$ cat src/rtl/srp_pkg.sv
package srp_pkg;
  localparam int ADDR_W   = 8;
  localparam int DATA_W   = 8;
  localparam int NREG     = 33;
  localparam int TMG_LO   = 'h0A;
  localparam int TMG_HI   = 'h1B;
  localparam int NTMG     = TMG_HI - TMG_LO + 1;
  localparam int A_COMMIT = 'h1C;
  localparam int A_EN_LO  = 'h1D;
  localparam int A_EN_HI  = 'h1E;

  function automatic logic [DATA_W-1:0] srp_rst_val(int a);
    case (a)
      0:       return 8'h01;
      A_EN_LO: return 8'hFF;
      A_EN_HI: return 8'hC0;
      default: return 8'h00;
    endcase
  endfunction

  function automatic logic [DATA_W-1:0] srp_wmask(int a);
    case (a)
      A_COMMIT: return 8'h00;
      A_EN_HI:  return 8'hC0;
      default:  return 8'hFF;
    endcase
  endfunction
endpackage

$ cat src/rtl/srp_sync.sv
module srp_sync #(
  parameter int W      = 1,
  parameter int STAGES = 2,
  parameter logic [W-1:0] RST_VAL = '0
) (
  input  logic         clk,
  input  logic         rst_n,
  input  logic [W-1:0] d,
  output logic [W-1:0] q
);
  logic [W-1:0] st [STAGES];

  genvar s;
  generate
    for (s = 0; s < STAGES; s++) begin : g_stage
      logic [W-1:0] nxt;
      if (s == 0) begin : g_first
        always_comb nxt = d;
      end else begin : g_rest
        always_comb nxt = st[s-1];
      end
      always_ff @(posedge clk or negedge rst_n) begin
        if (!rst_n) st[s] <= RST_VAL;
        else        st[s] <= nxt;
      end
    end
  endgenerate

  assign q = st[STAGES-1];
endmodule

$ cat src/rtl/srp_deframe.sv
module srp_deframe
  import srp_pkg::*;
#(
  parameter int FRAME_W = ADDR_W + DATA_W
) (
  input  logic              clk,
  input  logic              rst_n,
  input  logic              sck_s,
  input  logic              sdi_s,
  input  logic              csn_s,
  output logic              wr_stb,
  output logic [ADDR_W-1:0] wr_addr,
  output logic [DATA_W-1:0] wr_data
);
  localparam int CNT_W = $clog2(FRAME_W + 1);
  localparam logic [CNT_W-1:0] LAST = CNT_W'(FRAME_W - 1);
  localparam logic [CNT_W-1:0] FULL = CNT_W'(FRAME_W);

  logic               sck_q, csn_q;
  logic [FRAME_W-1:0] shift_q, shift_d;
  logic [CNT_W-1:0]   cnt_q, cnt_d;
  logic               stb_q, stb_d;
  logic               sck_rise, cs_fall;

  assign sck_rise = sck_s & ~sck_q;
  assign cs_fall  = ~csn_s & csn_q;

  always_comb begin
    shift_d = shift_q;
    cnt_d   = cnt_q;
    stb_d   = 1'b0;
    if (cs_fall || csn_s) begin
      cnt_d = '0;
    end else if (sck_rise && (cnt_q < FULL)) begin
      shift_d = {shift_q[FRAME_W-2:0], sdi_s};
      cnt_d   = cnt_q + 1'b1;
      stb_d   = (cnt_q == LAST);
    end
  end

  always_ff @(posedge clk or negedge rst_n) begin
    if (!rst_n) begin
      sck_q   <= 1'b0;
      csn_q   <= 1'b1;
      shift_q <= '0;
      cnt_q   <= '0;
      stb_q   <= 1'b0;
    end else begin
      sck_q   <= sck_s;
      csn_q   <= csn_s;
      shift_q <= shift_d;
      cnt_q   <= cnt_d;
      stb_q   <= stb_d;
    end
  end

  assign wr_stb  = stb_q;
  assign wr_addr = shift_q[FRAME_W-1 -: ADDR_W];
  assign wr_data = shift_q[DATA_W-1:0];

  // the bit count never passes the frame length
  a_r9_cnt_capped: assert property (@(posedge clk) disable iff (!rst_n)
    cnt_q <= FULL);
  // a write is issued only once a full frame has been counted
  a_r1_stb_full_frame: assert property (@(posedge clk) disable iff (!rst_n)
    wr_stb |-> (cnt_q == FULL));
  // a select falling edge restarts the count
  a_r4_cs_fall_clears: assert property (@(posedge clk) disable iff (!rst_n)
    cs_fall |=> (cnt_q == '0));
  // with select high the count stays at zero
  a_r10_idle_no_count: assert property (@(posedge clk) disable iff (!rst_n)
    csn_s |=> (cnt_q == '0));
endmodule

$ cat src/rtl/srp_regfile.sv
module srp_regfile
  import srp_pkg::*;
(
  input  logic                     clk,
  input  logic                     rst_n,
  input  logic                     wr_stb,
  input  logic [ADDR_W-1:0]        wr_addr,
  input  logic [DATA_W-1:0]        wr_data,
  output logic [NREG*DATA_W-1:0]   regs_o,
  output logic [NTMG*DATA_W-1:0]   timing_o,
  output logic                     commit_o
);
  logic commit_q, commit_d;

  always_comb commit_d = wr_stb && (wr_addr == ADDR_W'(A_COMMIT));

  always_ff @(posedge clk or negedge rst_n) begin
    if (!rst_n) commit_q <= 1'b0;
    else        commit_q <= commit_d;
  end

  genvar k;
  generate
    for (k = 0; k < NREG; k++) begin : g_reg
      localparam logic [DATA_W-1:0] RV = srp_rst_val(k);
      localparam logic [DATA_W-1:0] WM = srp_wmask(k);
      logic [DATA_W-1:0] q, d;
      logic              en;
      always_comb begin
        en = wr_stb && (wr_addr == ADDR_W'(k));
        d  = wr_data & WM;
      end
      always_ff @(posedge clk or negedge rst_n) begin
        if (!rst_n)  q <= RV;
        else if (en) q <= d;
      end
      assign regs_o[k*DATA_W +: DATA_W] = q;
    end

    for (k = 0; k < NTMG; k++) begin : g_act
      logic [DATA_W-1:0] q;
      always_ff @(posedge clk or negedge rst_n) begin
        if (!rst_n)        q <= '0;
        else if (commit_q) q <= regs_o[(TMG_LO + k)*DATA_W +: DATA_W];
      end
      assign timing_o[k*DATA_W +: DATA_W] = q;
    end
  endgenerate

  assign commit_o = commit_q;

  // the commit strobe lasts a single cycle
  a_r6_commit_single: assert property (@(posedge clk) disable iff (!rst_n)
    commit_o |=> !commit_o);
  // the commit strobe follows a write to the commit address
  a_r6_commit_cause: assert property (@(posedge clk) disable iff (!rst_n)
    commit_o |-> ($past(wr_stb) && ($past(wr_addr) == ADDR_W'(A_COMMIT))));
  // the active timing copy holds unless a commit fires
  a_r7_active_hold: assert property (@(posedge clk) disable iff (!rst_n)
    !commit_o |=> $stable(timing_o));
  // out-of-range addresses leave every register untouched
  a_r5_high_addr: assert property (@(posedge clk) disable iff (!rst_n)
    (wr_stb && (int'(wr_addr) >= NREG)) |=> $stable(regs_o));
endmodule

$ cat src/rtl/spi_wr_regport.sv
module spi_wr_regport
  import srp_pkg::*;
(
  input  logic                   clk,
  input  logic                   rst_n,
  input  logic                   sck_i,
  input  logic                   sdi_i,
  input  logic                   csn_i,
  output logic [NREG*DATA_W-1:0] regs_o,
  output logic [NTMG*DATA_W-1:0] timing_o,
  output logic                   commit_o,
  output logic [9:0]             out_en_o
);
  logic              sck_s, sdi_s, csn_s;
  logic              wr_stb;
  logic [ADDR_W-1:0] wr_addr;
  logic [DATA_W-1:0] wr_data;

  srp_sync #(.W(3), .STAGES(2), .RST_VAL(3'b001)) u_sync (
    .clk   (clk),
    .rst_n (rst_n),
    .d     ({sck_i, sdi_i, csn_i}),
    .q     ({sck_s, sdi_s, csn_s})
  );

  srp_deframe u_deframe (
    .clk     (clk),
    .rst_n   (rst_n),
    .sck_s   (sck_s),
    .sdi_s   (sdi_s),
    .csn_s   (csn_s),
    .wr_stb  (wr_stb),
    .wr_addr (wr_addr),
    .wr_data (wr_data)
  );

  srp_regfile u_regfile (
    .clk      (clk),
    .rst_n    (rst_n),
    .wr_stb   (wr_stb),
    .wr_addr  (wr_addr),
    .wr_data  (wr_data),
    .regs_o   (regs_o),
    .timing_o (timing_o),
    .commit_o (commit_o)
  );

  assign out_en_o = {regs_o[A_EN_HI*DATA_W + 7 -: 2], regs_o[A_EN_LO*DATA_W +: DATA_W]};
endmodule

$ cat config.mk
export PLATFORM = sky130hd
export DESIGN_NAME = spi_wr_regport
export DESIGN_NICKNAME = d
export VERILOG_FILES = /design/src/rtl/srp_pkg.sv /design/src/rtl/srp_sync.sv /design/src/rtl/srp_deframe.sv /design/src/rtl/srp_regfile.sv /design/src/rtl/spi_wr_regport.sv
export SDC_FILE = /design/constraint.sdc
export NUM_CORES = 1
export LEC_CHECK = 0
export ABC_CLOCK_PERIOD_IN_PS = 1640
export BUFFER_PORTS_ARGS = -buffer_cell sky130_fd_sc_hd__clkbuf_2
export CAP_MARGIN = 20
export CORE_ASPECT_RATIO = 1.5
export CORE_MARGIN = 2
export CORE_UTILIZATION = 48
export CTS_CLUSTER_DIAMETER = 60
export DETAILED_ROUTE_END_ITERATION = 10
export PLACE_DENSITY = 0.75
export SETUP_SLACK_MARGIN = 0.5
export SYNTH_ARGS = -nofsm -noshare
export SYNTH_HDL_FRONTEND = slang
export SYNTH_HIERARCHICAL = 1
export SYNTH_SLANG_ARGS = --single-unit
$ cat constraint.sdc
create_clock -name clk -period 1.64 [get_ports clk]
set_input_delay 0.164 -clock clk [delete_from_list [all_inputs] [get_ports clk]]
set_output_delay 0.164 -clock clk [all_outputs]
set_load 0.005 [all_outputs]
==> results.rst, run 1 <==
.. list-table::
   :header-rows: 1

   * - Metric
     - Value
   * - H-tree lvl count
     - 2
   * - Total Power Consumption
     - between 20 and 25 mW
   * - Chip width
     - 155.7 microns
   * - Worst max-slew margin expressed relative to the limit
     - 0.6163
   * - Root Driver
     - sky130_fd_sc_hd__clkbuf_16
   * - Cell area after technology mapping
     - 16,580 sq um
   * - Number of synthesized flops with an enable pin
     - 0
   * - GRT Util Overall
     - 0.2364
   * - Sum of routed wire length over all layers
     - 46,350 microns
   * - Remaining Overflow, GRT
     - 0
   * - Number of rows in the core area
     - 83
   * - Maximum number of pins on one net before global-route repair
     - 62
   * - Cell leakage power
     - ~12 nW
   * - Number of antenna cells inserted
     - 0
   * - Area Growth Syn to Fin
     - 37.38%
   * - Upper clock frequency limit
     - 532.6 MHz
   * - Fillers
     - 2,365
   * - Cell type with the largest total area after synthesis
     - sky130_fd_sc_hd__dfrtp_1
   * - Clk_lat worst skew
     - 0.54 ns
   * - Library cell appearing most often on the critical path
     - sky130_fd_sc_hd__buf_8
   * - Final Slew Violations
     - 0
   * - Power share of the sequential group
     - 0.519
   * - Slew at the pin closest to its max-slew limit
     - 0.5755 ns
   * - Number of top-level design ports
     - 424
   * - Crit start category
     - flop
   * - Synthesized area divided by synthesized cell count
     - 16.76 sq um
   * - Count of nets left with antenna violations after detail routing
     - 0
   * - Initial antenna violation count
     - 0
   * - Die Area
     - 36,070 sq um
   * - Yosys warnings
     - 6
   * - Async S/R FF share, synth
     - 1.000
   * - Via count of the first global-routing pass
     - 10,660
   * - Fraction of power spent switching nets
     - 0.2327
   * - First-pass GRT wire length
     - ~65,000 microns
   * - Fraction of synthesized cell area taken by the top area cell type
     - 0.6204
   * - Main area contributors after synthesis
     - sky130_fd_sc_hd__dfrtp_1 62%, sky130_fd_sc_hd__mux2_2 28%, sky130_fd_sc_hd__dfstp_2 2.2%, sky130_fd_sc_hd__buf_4 1.4%, sky130_fd_sc_hd__nand3_4 1.3%
   * - Worst-path clk slew
     - 0.06 ns
   * - Sequential area share after synthesis
     - 0.6426
   * - Most numerous cell types in the synthesized netlist
     - 411 x sky130_fd_sc_hd__dfrtp_1, 409 x sky130_fd_sc_hd__mux2_2, 34 x sky130_fd_sc_hd__clkbuf_1
   * - First-pass iteration count of the detailed router
     - 4
   * - Maximum fanout along the worst path
     - 8
   * - Count of nets after finishing
     - between 1,500 and 2,000
   * - Data arrival time of the critical path
     - 2.31 ns
   * - Power share of the combinational group
     - 0.038
   * - Failing checks
     - setup timing
   * - Die H
     - 231.6 microns
   * - Drt first-iter violations
     - 369
   * - Final Cycle Share
     - 1.145
   * - Switching power
     - 4.911 mW
   * - Cell-by-cell trace of the critical path
     - nor4b_4 -> buf_4 -> buf_8 -> and4_4 -> buf_8 -> mux2_2
   * - Clock network fraction of total power
     - 0.443
   * - Number of remaining DRC errors
     - 0
   * - Num CTS Buffers
     - 40
   * - Setup slack after placement
     - -0.2206 ns
   * - Total count of hold-check failures in the final report
     - 0
   * - TritonCTS clock tree
     - done
   * - Final weighted congestion in routability-driven placement
     - 0.7912
   * - Max-cap check violation count
     - 0
   * - Delay of the slowest cell on the worst path
     - a little over 0.4 ns
   * - Total non-filler cell area in the finished layout
     - roughly 23,000 sq um
   * - Clock Sinks
     - 425
   * - Placed wire-length estimate after detailed placement
     - ~29,000 microns
   * - Fraction of layout instances using a drive strength above 1
     - 0.7156
   * - Tmin final
     - 1.878 ns
   * - Critical-path top delay cell
     - sky130_fd_sc_hd__dfrtp_1
   * - DP Area
     - 19,890 sq um
   * - Largest vdd supply drop
     - 845.1 uV
   * - Beginning of the critical path
     - u_deframe/shift_q[14]
   * - Worst hold path type
     - input pin to asynchronous set/reset pin
   * - Drt wl/cell
     - ~23 microns
   * - Via total after detailed routing
     - 10,560
   * - Worst flop-to-flop path startpoint
     - u_deframe/shift_q[14]
   * - Power per unit of standard cell area
     - 926.7 nW/um^2
   * - Slack of the critical path
     - -0.2376 ns
   * - Endpoints failing setup
     - 242
   * - Run status
     - finished with violations
   * - Initial core utilization
     - 0.4852
   * - Internal Pwr Total
     - about 16 mW
   * - Number of synthesized register bits
     - approximately 430
   * - Cell variety after synth
     - 41
   * - Synthesized netlist cell count
     - 989
   * - Utilization of the core after routing
     - 0.6666
   * - Final clock skew
     - 0.02152 ns
   * - Unrepaired setup endpoints after global routing
     - true
   * - Ys flop type
     - sky130_fd_sc_hd__dfrtp_1
   * - Cell with the most instances after synthesis
     - sky130_fd_sc_hd__dfrtp_1
   * - Critical Path End Type
     - flop
   * - Critical Path RT
     - a little over 2 ns
   * - Core Area
     - 34,170 sq um
   * - Quantity of I/O buffers inserted on ports
     - 409
   * - Max clock buf depth
     - 3
   * - Vias per cell
     - 5.269
   * - Worst Setup Path Type
     - flop to flop
==> per-stage QoR <==
stage               TNS, ns  std cells  hold WS, ns
finish               -36.85       2004       0.1974
global placement     -20.00       1832       0.1683
floorplan            -4.014       1002      -0.1316
global route         -43.80       2004       0.2228
CTS                  -22.13       1929       0.1863
detailed placement   -19.95       1832       0.1703
==> power by group through the flow <==
stage                     clock, mW  sequential [mW]  combinational [mW]
final                          9.35             10.9               0.812
after CTS                      9.57             10.9               0.821
after floorplan                   0             10.8               0.405
after global routing           10.0             11.0               0.886
after global placement            0             11.1               0.780
after detailed placement          0             11.1               0.789
==> what timing repair did <==
item	4_1_cts	5_1_grt
resized for setup	49	71
endpoints found under the hold margin	47	0
cloned	5	17
pin swaps	13	10
setup buffers	16	58
setup endpoints to repair	820	822
hold buffers	4	0
==> worst paths after layout <==
path                                             to  slack [ns]  cells past startpoint
max                        u_regfile/g_reg[23].q[3]       -0.24                      6
max reg2reg                u_regfile/g_reg[23].q[3]       -0.24                      6
max in group asynchronous   u_regfile/g_act[4].q[4]        0.75                      3
min reg2reg                             u_sync/q[2]        0.35                      0
min                         u_regfile/g_act[0].q[1]        0.20                      2
min in group clk           u_sync/g_stage[1].nxt[1]        0.27                      2
==> cell type report <==
class,count,area [sq um],area share
Clock inverter,15,168.9,0.007416
Clock buffer,57,1156,0.05076
Tap cell,425,531.8,0.02335
Multi-Input combinational cell,495,5964,0.2619
Timing Repair Buffer,586,4272,0.1876
Inverter,1,3.754,0.0001648
Sequential cell,425,10680,0.4689
==> cell families (layout without fill, tap and decap cells) <==
family,Yosys count,count (layout),synth area share
XOR/XNOR,2,2,0.001057
buffers and inverters,83,659,0.02951
AND/OR/NAND/NOR,62,63,0.04521
AO/OA/AOI/OAI,4,4,0.001207
multiplexers,410,410,0.2787
flip-flops,425,425,0.6426
other,1,14,0.0002262
adder cells (fa/ha/maj),2,2,0.001509
==> registers in the layout (all words and copies together), names as in the netlist <==
name	flops
u_deframe/sck_q	1
u_regfile/commit_o	1
u_deframe/shift_q	16
u_sync/g_stage.nxt	3
u_regfile/g_act.q	144
u_regfile/g.q	250
u_deframe/csn_q	1
u_deframe/cnt_q	5
u_deframe/wr_stb	1
u_sync/q	3
==> cells in the final DEF (no fill, tap or decap), drive strengths merged, types with 3 or more instances in the layout <==
cell,instances
nand2,4
and4,4
nor2,6
clkinv,10
buf,166
a21oi,3
nand4,13
bufinv,3
inv,3
nor2b,3
clkbuf,473
dfstp,14
conb,14
and4b,4
dfrtp,411
dlygate4sd3,4
mux2,410
nor3b,3
nand3,13
==> worst max-delay path, delay by kind of cell, from the launching register on <==
family	cells	cell delay, ns
and+or+nand+nor	2	0.55
buffers and inverters	3	0.47
DFF	1	0.41
muxes	1	0.33
==> layer usage <==
layer / vias up / GRT usage / part of all wire
met2: 320 / 0.4257 / 0.55
met1: 5563 / 0.2858 / 0.38
met3: 80 / 0.03796 / 0.039
met4: 0 / 0.08458 / 0.030
met5: - / 0 / 0
li1: 4596 / - / -
Note: power is estimated with default switching activity, not from simulation.
==> run 2: changes to the inputs <==
--- a/config.mk
+++ b/config.mk
@@ -8,7 +8,6 @@
 export ABC_CLOCK_PERIOD_IN_PS = 1640
 export BUFFER_PORTS_ARGS = -buffer_cell sky130_fd_sc_hd__clkbuf_2
 export CAP_MARGIN = 20
-export CORE_ASPECT_RATIO = 1.5
 export CORE_MARGIN = 2
 export CORE_UTILIZATION = 48
 export CTS_CLUSTER_DIAMETER = 60
==> results.rst, run 2 (synthesized netlist as in run 1, its figures left out) <==
.. list-table::
   :header-rows: 1

   * - Metric
     - Value
   * - Tmin final
     - 1.773 ns (-0.1046 ns)
   * - Critical-path top delay cell
     - sky130_fd_sc_hd__dfrtp_1
   * - Worst-path clk slew
     - 0.06 ns (about the same)
   * - Vias per cell
     - 5.168 (-1.9%)
   * - Fraction of layout instances using a drive strength above 1
     - 0.6981 (-0.01752)
   * - Quantity of I/O buffers inserted on ports
     - 409 (unchanged)
   * - Maximum number of pins on one net before global-route repair
     - 69 (+11%)
   * - Clk_lat worst skew
     - 0.54 ns (about the same)
   * - First-pass iteration count of the detailed router
     - 4 (unchanged)
   * - Number of remaining DRC errors
     - 0 (unchanged)
   * - DP Area
     - 19,750 sq um (-0.71%)
   * - Chip width
     - 189.8 microns (+22%)
   * - Number of flip-flops under the largest register name
     - 250 (unchanged)
   * - Largest vdd supply drop
     - 706.4 uV (-16%)
   * - Critical Path RT
     - 2.06 ns (about the same)
   * - Failing checks
     - setup timing
   * - First-pass GRT wire length
     - 63,650 microns (-1.8%)
   * - Worst hold path type
     - input pin to asynchronous set/reset pin
   * - Clock Sinks
     - 425 (unchanged)
   * - Count of nets left with antenna violations after detail routing
     - 0 (unchanged)
   * - Final Cycle Share
     - 1.081 (-0.06378)
   * - Crit start category
     - flop
   * - Root Driver
     - sky130_fd_sc_hd__clkbuf_16
   * - Endpoints failing setup
     - 239 (-1.2%)
   * - Number of rows in the core area
     - 68 (-18%)
   * - Total non-filler cell area in the finished layout
     - 21,700 sq um (-4.7%)
   * - Placed wire-length estimate after detailed placement
     - 27,850 microns (-2.9%)
   * - Most frequent cells in the layout
     - 408 x sky130_fd_sc_hd__clkbuf_2, 399 x sky130_fd_sc_hd__dfrtp_1, 364 x sky130_fd_sc_hd__mux2_2
   * - Initial antenna violation count
     - 0 (unchanged)
   * - Via total after detailed routing
     - 10,070 (-4.6%)
   * - Reg with most FFs
     - u_regfile/g.q
   * - Power per unit of standard cell area
     - 1021 nW/um^2 (+10%)
   * - WP buf/inv
     - 2 (-1)
   * - Commonest non-fill, non-tap cell in the layout
     - sky130_fd_sc_hd__clkbuf_2
   * - GRT Util Overall
     - 0.2316 (-0.004801)
   * - Initial core utilization
     - 0.4835 (-0.001718)
   * - Final clock skew
     - 0.01313 ns (-0.008391 ns)
   * - Final Slew Violations
     - 0 (unchanged)
   * - Worst Setup Path Type
     - flop to flop
   * - Drt first-iter violations
     - 349 (-5.4%)
   * - Slack of the critical path
     - -0.1330 ns (+0.1046 ns)
   * - Data arrival time of the critical path
     - 2.19 ns (-0.12 ns)
   * - Core Area
     - 34,290 sq um (+0.36%)
   * - TritonCTS clock tree
     - done
   * - Via count of the first global-routing pass
     - 10,450 (-1.9%)
   * - Die Area
     - 36,040 sq um (about the same)
   * - Count of nets after finishing
     - 1,465 (-5.8%)
   * - Max-cap check violation count
     - 0 (unchanged)
   * - Largest regs
     - u_regfile/g.q (250), u_regfile/g_act.q (144), u_deframe/shift_q (16)
   * - Fillers
     - 2,545 (+7.6%)
   * - Total count of hold-check failures in the final report
     - 0 (unchanged)
   * - Area Growth Syn to Fin
     - 30.87%
   * - Library cell appearing most often on the critical path
     - sky130_fd_sc_hd__buf_12
   * - Run status
     - finished with violations
   * - Final weighted congestion in routability-driven placement
     - 0.7695 (-2.7%)
   * - Critical Path End Type
     - flop
   * - Upper clock frequency limit
     - 564.0 MHz (+5.9%)
   * - Cell-by-cell trace of the critical path
     - nor4b_4 -> buf_12 -> and4_1 -> buf_12 -> mux2_2
   * - Setup TNS
     - -17.98 ns (+18.87 ns)
   * - Die H
     - 189.8 microns (-18%)
   * - Number of top-level design ports
     - 424 (unchanged)
   * - Num CTS Buffers
     - 44 (+10%)
   * - Unrepaired setup endpoints after global routing
     - true
   * - Number of antenna cells inserted
     - 0 (unchanged)
   * - Slew at the pin closest to its max-slew limit
     - 0.9537 ns (+0.3782 ns)
   * - Delay of the slowest cell on the worst path
     - 0.42 ns (about the same)
   * - Worst max-slew margin expressed relative to the limit
     - 0.3642 (-0.2521)
   * - Minimum setup slack among reg-to-reg paths
     - -0.13 ns (+0.10 ns)
   * - H-tree lvl count
     - 2 (unchanged)
   * - Max clock buf depth
     - 3 (unchanged)
   * - Remaining Overflow, GRT
     - 0 (unchanged)
   * - Kind of cell with the highest combined delay on the critical path
     - simple AND/OR/NAND/NOR gates
   * - Drt wl/cell
     - 22.12 microns (-4.4%)
   * - Maximum fanout along the worst path
     - 16 (+8)
   * - Sum of routed wire length over all layers
     - 43,100 microns (-7.0%)
   * - Cell leakage power
     - 11.79 nW (-4.5%)
==> run 2: changes by cell type in the layout (fill, tap and decap cells not counted), sizes merged, moves of 2 or more <==
cell	change
buf	-90
bufinv	+2
clkbuf	+5
clkinv	-4
clkinvlp	+2
==> run 2: final cells by class <==
cell class | count | area, sq um | area share
Clock buffer | 67 | 1329 | 0.06125
Clock inverter | 15 | 227.7 | 0.01050
Inverter | 1 | 3.754 | 0.0001730
Sequential cell | 425 | 10670 | 0.4918
Timing Repair Buffer | 492 | 3148 | 0.1451
Multi-Input combinational cell | 494 | 5748 | 0.2649
Tap cell | 455 | 569.3 | 0.02624
==> run 2: per-layer routing <==
metal,global-route usage,share of wire,up-vias
li1,-,-,4427
met2,0.3994,0.50,298
met5,0,0,-
met3,0.03800,0.043,67
met1,0.3046,0.43,5281
met4,0.06410,0.023,0
==> run 2: worst paths after layout <==
| path | startpoint | to | cells past startpoint |
|---|---|---|---|
| setup reg to reg | u_deframe/shift_q[15] | u_regfile/g_reg[21].q[7] | 5 |
| hold / removal | rst_n | u_regfile/g_act[4].q[7] | 2 |
| setup / recovery | u_deframe/shift_q[15] | u_regfile/g_reg[21].q[7] | 5 |
| max in group asynchronous | rst_n | u_sync/g_stage[1].nxt[0] | 3 |
| min in group clk | csn_i | u_sync/g_stage[1].nxt[0] | 2 |
| hold reg to reg | u_sync/g_stage[1].nxt[2] | u_sync/q[2] | 0 |
==> run 2: metrics by stage <==
stage | power [mW] | worst slack (ns) | instances | utilization | hold WS (ns)
2_1_floorplan | 11.20 | -0.06128 | 1002 | - | -0.1316
3_3_place_gp | 11.87 | -0.2387 | 1846 | 0.5759 | 0.07487
3_5_place_dp | 11.87 | -0.2037 | 1846 | 0.5759 | 0.07642
4_1_cts | 22.40 | -0.1600 | 1943 | 0.6276 | 0.09964
5_1_grt | 22.89 | -0.1873 | 1949 | 0.6328 | 0.1236
6_report | 22.15 | -0.1330 | 1949 | 0.6328 | 0.1078
==> run 2: worst register-to-register path: stages, from the launching register on <==
cell and delay (ns):
sky130_fd_sc_hd__dfrtp_1 0.42, sky130_fd_sc_hd__nor4b_4 0.32, sky130_fd_sc_hd__buf_12 0.20, sky130_fd_sc_hd__and4_1 0.25, sky130_fd_sc_hd__buf_12 0.14, sky130_fd_sc_hd__mux2_2 0.33
==> run 2: what timing repair did <==
action / CTS / global route
buffers inserted: 9 / 1
cloned: 2 / 5
resized for setup: 8 / 14
hold buffers: 4 / 0
setup endpoints to repair: 819 / 822
hold endpoints to repair: 416 / 0
pin swaps: 1 / 6
==> run 2: power breakdown <==
part / switching (mW) / leakage (nW) / internal, mW / total, mW
clock network: 4.08 / 0.759 / 6.41 / 10.5
logic: 0.397 / 5.18 / 0.159 / 0.555
registers: 0.561 / 5.85 / 10.5 / 11.1
total: 5.04 / 11.8 / 17.1 / 22.2
==> run 3: changes to the inputs <==
--- a/config.mk
+++ b/config.mk
@@ -8,13 +8,14 @@
 export ABC_CLOCK_PERIOD_IN_PS = 1640
 export BUFFER_PORTS_ARGS = -buffer_cell sky130_fd_sc_hd__clkbuf_2
 export CAP_MARGIN = 20
+export CORE_ASPECT_RATIO = 1.25
 export CORE_MARGIN = 2
 export CORE_UTILIZATION = 48
 export CTS_CLUSTER_DIAMETER = 60
+export CTS_CLUSTER_SIZE = 14
 export DETAILED_ROUTE_END_ITERATION = 10
 export PLACE_DENSITY = 0.75
 export SETUP_SLACK_MARGIN = 0.5
 export SYNTH_ARGS = -nofsm -noshare
 export SYNTH_HDL_FRONTEND = slang
-export SYNTH_HIERARCHICAL = 1
 export SYNTH_SLANG_ARGS = --single-unit
==> results.rst, run 3 <==
.. list-table::
   :header-rows: 1

   * - Metric
     - Value
   * - Run status
     - finished with violations
   * - Failing checks
     - setup timing
   * - Worst Setup Path Type
     - flop to flop
   * - Synthesized area divided by synthesized cell count
     - 16.53 sq um (-1.4%)
   * - Cell-by-cell trace of the critical path
     - or4b_4 -> nor4_4 -> buf_6 -> mux2_2
   * - Max clock buf depth
     - 3 (unchanged)
   * - Cells on worst reg2reg path
     - 4 (-1)
   * - Placed wire-length estimate after detailed placement
     - 29,150 microns (+4.7%)
   * - Setup slack after placement
     - -0.3947 ns (-0.1910 ns)
   * - Number of remaining DRC errors
     - 0 (unchanged)
   * - Commonest non-fill, non-tap cell in the layout
     - sky130_fd_sc_hd__dfrtp_1
   * - Crit start category
     - flop
   * - Setup TNS
     - -71.51 ns (-53.53 ns)
   * - Count of nets left with antenna violations after detail routing
     - 0 (unchanged)
   * - Fraction of synthesized cell area taken by the top area cell type
     - 0.6297 (+0.009315)
   * - Most frequent cells in the layout
     - 399 x sky130_fd_sc_hd__dfrtp_1, 390 x sky130_fd_sc_hd__clkbuf_2, 283 x sky130_fd_sc_hd__mux2_2
   * - Number of rows in the core area
     - 75 (+10%)
   * - First-pass GRT wire length
     - 71,620 microns (+13%)
   * - GRT Util Overall
     - 0.2675 (+0.03595)
   * - Fraction of layout instances using a drive strength above 1
     - 0.7161 (+0.01800)
   * - Die Area
     - 35,530 sq um (-1.4%)
   * - Final clock skew
     - 0.01256 ns (-0.0005668 ns)
   * - Reg-to-reg endpoint
     - u_regfile.g_reg[19].q[1]
   * - Worst max-slew margin expressed relative to the limit
     - 0.4191 (+0.05493)
   * - TritonCTS clock tree
     - done
   * - Number of top-level design ports
     - 424 (unchanged)
   * - Number of flip-flops under the largest register name
     - 250 (unchanged)
   * - Slack of the critical path
     - -0.3648 ns (-0.2317 ns)
   * - Fillers
     - 2,194 (-14%)
   * - Sum of routed wire length over all layers
     - 49,020 microns (+14%)
   * - Cell with the most instances after synthesis
     - sky130_fd_sc_hd__dfrtp_1
   * - Count of nets after finishing
     - 1,618 (+10%)
   * - Area of the multi-input gates
     - 6046 sq um (+5.2%)
   * - Cell type with the largest total area after synthesis
     - sky130_fd_sc_hd__dfrtp_1
   * - Data arrival time of the critical path
     - 2.42 ns (+0.23 ns)
   * - Reg with most FFs
     - u_regfile.g.q
   * - Max-cap check violation count
     - 0 (unchanged)
   * - Most numerous cell types in the synthesized netlist
     - 411 x sky130_fd_sc_hd__dfrtp_1, 410 x sky130_fd_sc_hd__mux2_2, 45 x sky130_fd_sc_hd__clkbuf_1
   * - Vias per cell
     - 5.363 (+3.8%)
   * - Total Power Consumption
     - 20.39 mW (-8.0%)
   * - WP buf/inv
     - 1 (-1)
   * - Maximum fanout along the worst path
     - 7 (-9)
   * - Worst flop-to-flop path startpoint
     - u_deframe.shift_q[15]
   * - Upper clock frequency limit
     - 498.8 MHz (-12%)
   * - Drt first-iter violations
     - 607 (+74%)
   * - Critical-path top delay cell
     - sky130_fd_sc_hd__or4b_4
   * - Cell count after placement
     - 1,849 (+0.16%)
   * - Initial core utilization
     - 0.4862 (+0.002676)
   * - Worst-path clk slew
     - 0.06 ns (about the same)
   * - Tmin final
     - 2.005 ns (+0.2317 ns)
   * - Worst hold path type
     - input pin to asynchronous set/reset pin
   * - Number of antenna cells inserted
     - 0 (unchanged)
   * - H-tree lvl count
     - 2 (unchanged)
   * - Drt wl/cell
     - 23.86 microns (+7.9%)
   * - Cell variety after synth
     - 33 (-20%)
   * - Via count of the first global-routing pass
     - 11,540 (+10%)
   * - Yosys warnings
     - 0 (-6)
   * - Core Area
     - 33,590 sq um (-2.0%)
   * - Total count of hold-check failures in the final report
     - 0 (unchanged)
   * - Power per unit of standard cell area
     - 869.1 nW/um^2 (-15%)
   * - Final Slew Violations
     - 0 (unchanged)
   * - Final weighted congestion in routability-driven placement
     - 0.7980 (+3.7%)
   * - Initial antenna violation count
     - 0 (unchanged)
   * - Num CTS Buffers
     - 39 (-11%)
   * - Clock Sinks
     - 425 (unchanged)
   * - Total area of sequential cells
     - 10,680 sq um (+0.12%)
   * - Slew at the pin closest to its max-slew limit
     - 0.8713 ns (-0.08240 ns)
   * - DP Area
     - 20,160 sq um (+2.1%)
   * - Ys flop type
     - sky130_fd_sc_hd__dfrtp_1
   * - Total non-filler cell area in the finished layout
     - 23,460 sq um (+8.1%)
   * - Critical Path End Type
     - flop
   * - Root Driver
     - sky130_fd_sc_hd__clkbuf_16
   * - First-pass iteration count of the detailed router
     - 4 (unchanged)
   * - Synthesized netlist cell count
     - 988 (-0.10%)
   * - Async S/R FF share, synth
     - 1.000 (unchanged)
   * - Sequential area share after synthesis
     - 0.6522 (+0.009648)
   * - Unrepaired setup endpoints after global routing
     - true
   * - Cell leakage power
     - 12.57 nW (+6.6%)
   * - Non-filler cells, final
     - 2,054 (+5.4%)
   * - Chip width
     - 169.0 microns (-11%)
   * - Quantity of I/O buffers inserted on ports
     - 409 (unchanged)
   * - Maximum number of pins on one net before global-route repair
     - 73 (+5.8%)
   * - Remaining Overflow, GRT
     - 0 (unchanged)
   * - Endpoints failing setup
     - 250 (+4.6%)
   * - Cell area after technology mapping
     - 16,330 sq um (-1.5%)
   * - Die H
     - 210.2 microns (+11%)
   * - Number of synthesized flops with an enable pin
     - 0 (unchanged)
   * - Delay of the slowest cell on the worst path
     - 0.64 ns (+0.22 ns)
   * - Critical Path RT
     - 2.05 ns (about the same)
   * - Main area contributors after synthesis
     - sky130_fd_sc_hd__dfrtp_1 63%, sky130_fd_sc_hd__mux2_2 28%, sky130_fd_sc_hd__dfstp_2 2.3%, sky130_fd_sc_hd__buf_4 1.1%, sky130_fd_sc_hd__clkbuf_1 1.0%
   * - Largest vdd supply drop
     - 799.4 uV (+13%)
   * - Largest regs
     - u_regfile.g.q (250), u_regfile.g_act.q (144), u_deframe.shift_q (16)
   * - Number of synthesized register bits
     - 425 (unchanged)
   * - Via total after detailed routing
     - 11,020 (+9.4%)
   * - Kind of cell with the highest combined delay on the critical path
     - simple AND/OR/NAND/NOR gates
   * - Final Cycle Share
     - 1.222 (+0.1413)
   * - Area Growth Syn to Fin
     - 43.61%
   * - Clk_lat worst skew
     - 0.53 ns (about the same)
   * - Minimum setup slack among reg-to-reg paths
     - -0.36 ns (-0.23 ns)
run 3: power breakdown:
group | internal (mW) | switching (mW) | leakage [nW]
combinational | 0.181 | 0.264 | 6.15
clock | 4.76 | 3.92 | 0.567
sequential | 10.6 | 0.712 | 5.85
run 3: how the worst max path moves through the flow:
stage	start	to	slack, ns	cells past startpoint
final	u_deframe.shift_q[15]	u_regfile.g_reg[19].q[1]	-0.36	4
after global placement	u_deframe.shift_q[13]	u_regfile.g_reg[19].q[1]	-0.37	4
after CTS	u_deframe.shift_q[15]	u_regfile.g_reg[25].q[6]	-0.36	5
after detailed placement	u_deframe.shift_q[13]	u_regfile.g_reg[19].q[2]	-0.39	4
after floorplan	u_deframe.shift_q[13]	u_regfile.g_reg[19].q[0]	-0.59	6
after global routing	u_deframe.shift_q[13]	u_regfile.g_reg[19].q[4]	-0.41	4
run 3: layer usage:
metal | up-vias | GRT usage | part of all wire
li1 | 4723 | - | -
met1 | 5762 | 0.3206 | 0.38
met2 | 409 | 0.4775 | 0.53
met3 | 121 | 0.04994 | 0.049
met4 | 0 | 0.1055 | 0.041
met5 | - | 0 | 0
run 3: per-stage QoR:
step / util / hold slack, ns
global placement: 0.6001 / 0.05150
floorplan: - / -0.1316
CTS: 0.6827 / 0.08741
detailed placement: 0.6001 / 0.05193
finish: 0.6982 / 0.09732
global route: 0.6982 / 0.1148
run 3: cell type report:
type	count	area share
timing repair buffer	643	0.2144
clock inverter	8	0.004001
multi-input combinational	501	0.2577
tap	423	0.02256
sequential	425	0.4554
clock buffer	53	0.04566
inverter	1	0.0001600
run 3: kinds of logic (layout without fill, tap and decap cells):
kind of cell    count (synthesis)  count (layout)  synth area share
simple gates                   68              69           0.03593
buf+inv                        76             705           0.02513
mux                           410             410            0.2827
xor+xnor                        2               2          0.001073
compound gates                  4               4          0.001225
flops                         425             425            0.6522
fa+ha+maj                       2               2          0.001532
other cells                     1              14         0.0002296
run 3: worst reg2reg max path: stages, from the launching register on:
cell,delay (ns)
sky130_fd_sc_hd__dfrtp_1,0.40
sky130_fd_sc_hd__or4b_4,0.64
sky130_fd_sc_hd__nor4_4,0.32
sky130_fd_sc_hd__buf_6,0.19
sky130_fd_sc_hd__mux2_2,0.33
run 3: what timing repair did:
| item | CTS | global route |
|---|---|---|
| hold buffers | 4 | 0 |
| setup endpoints to repair | 814 | 822 |
| pin swaps | 13 | 10 |
| gates resized for setup | 110 | 54 |
| setup buffers | 79 | 40 |
| endpoints found under the hold margin | 216 | 0 |
| cloned | 21 | 0 |
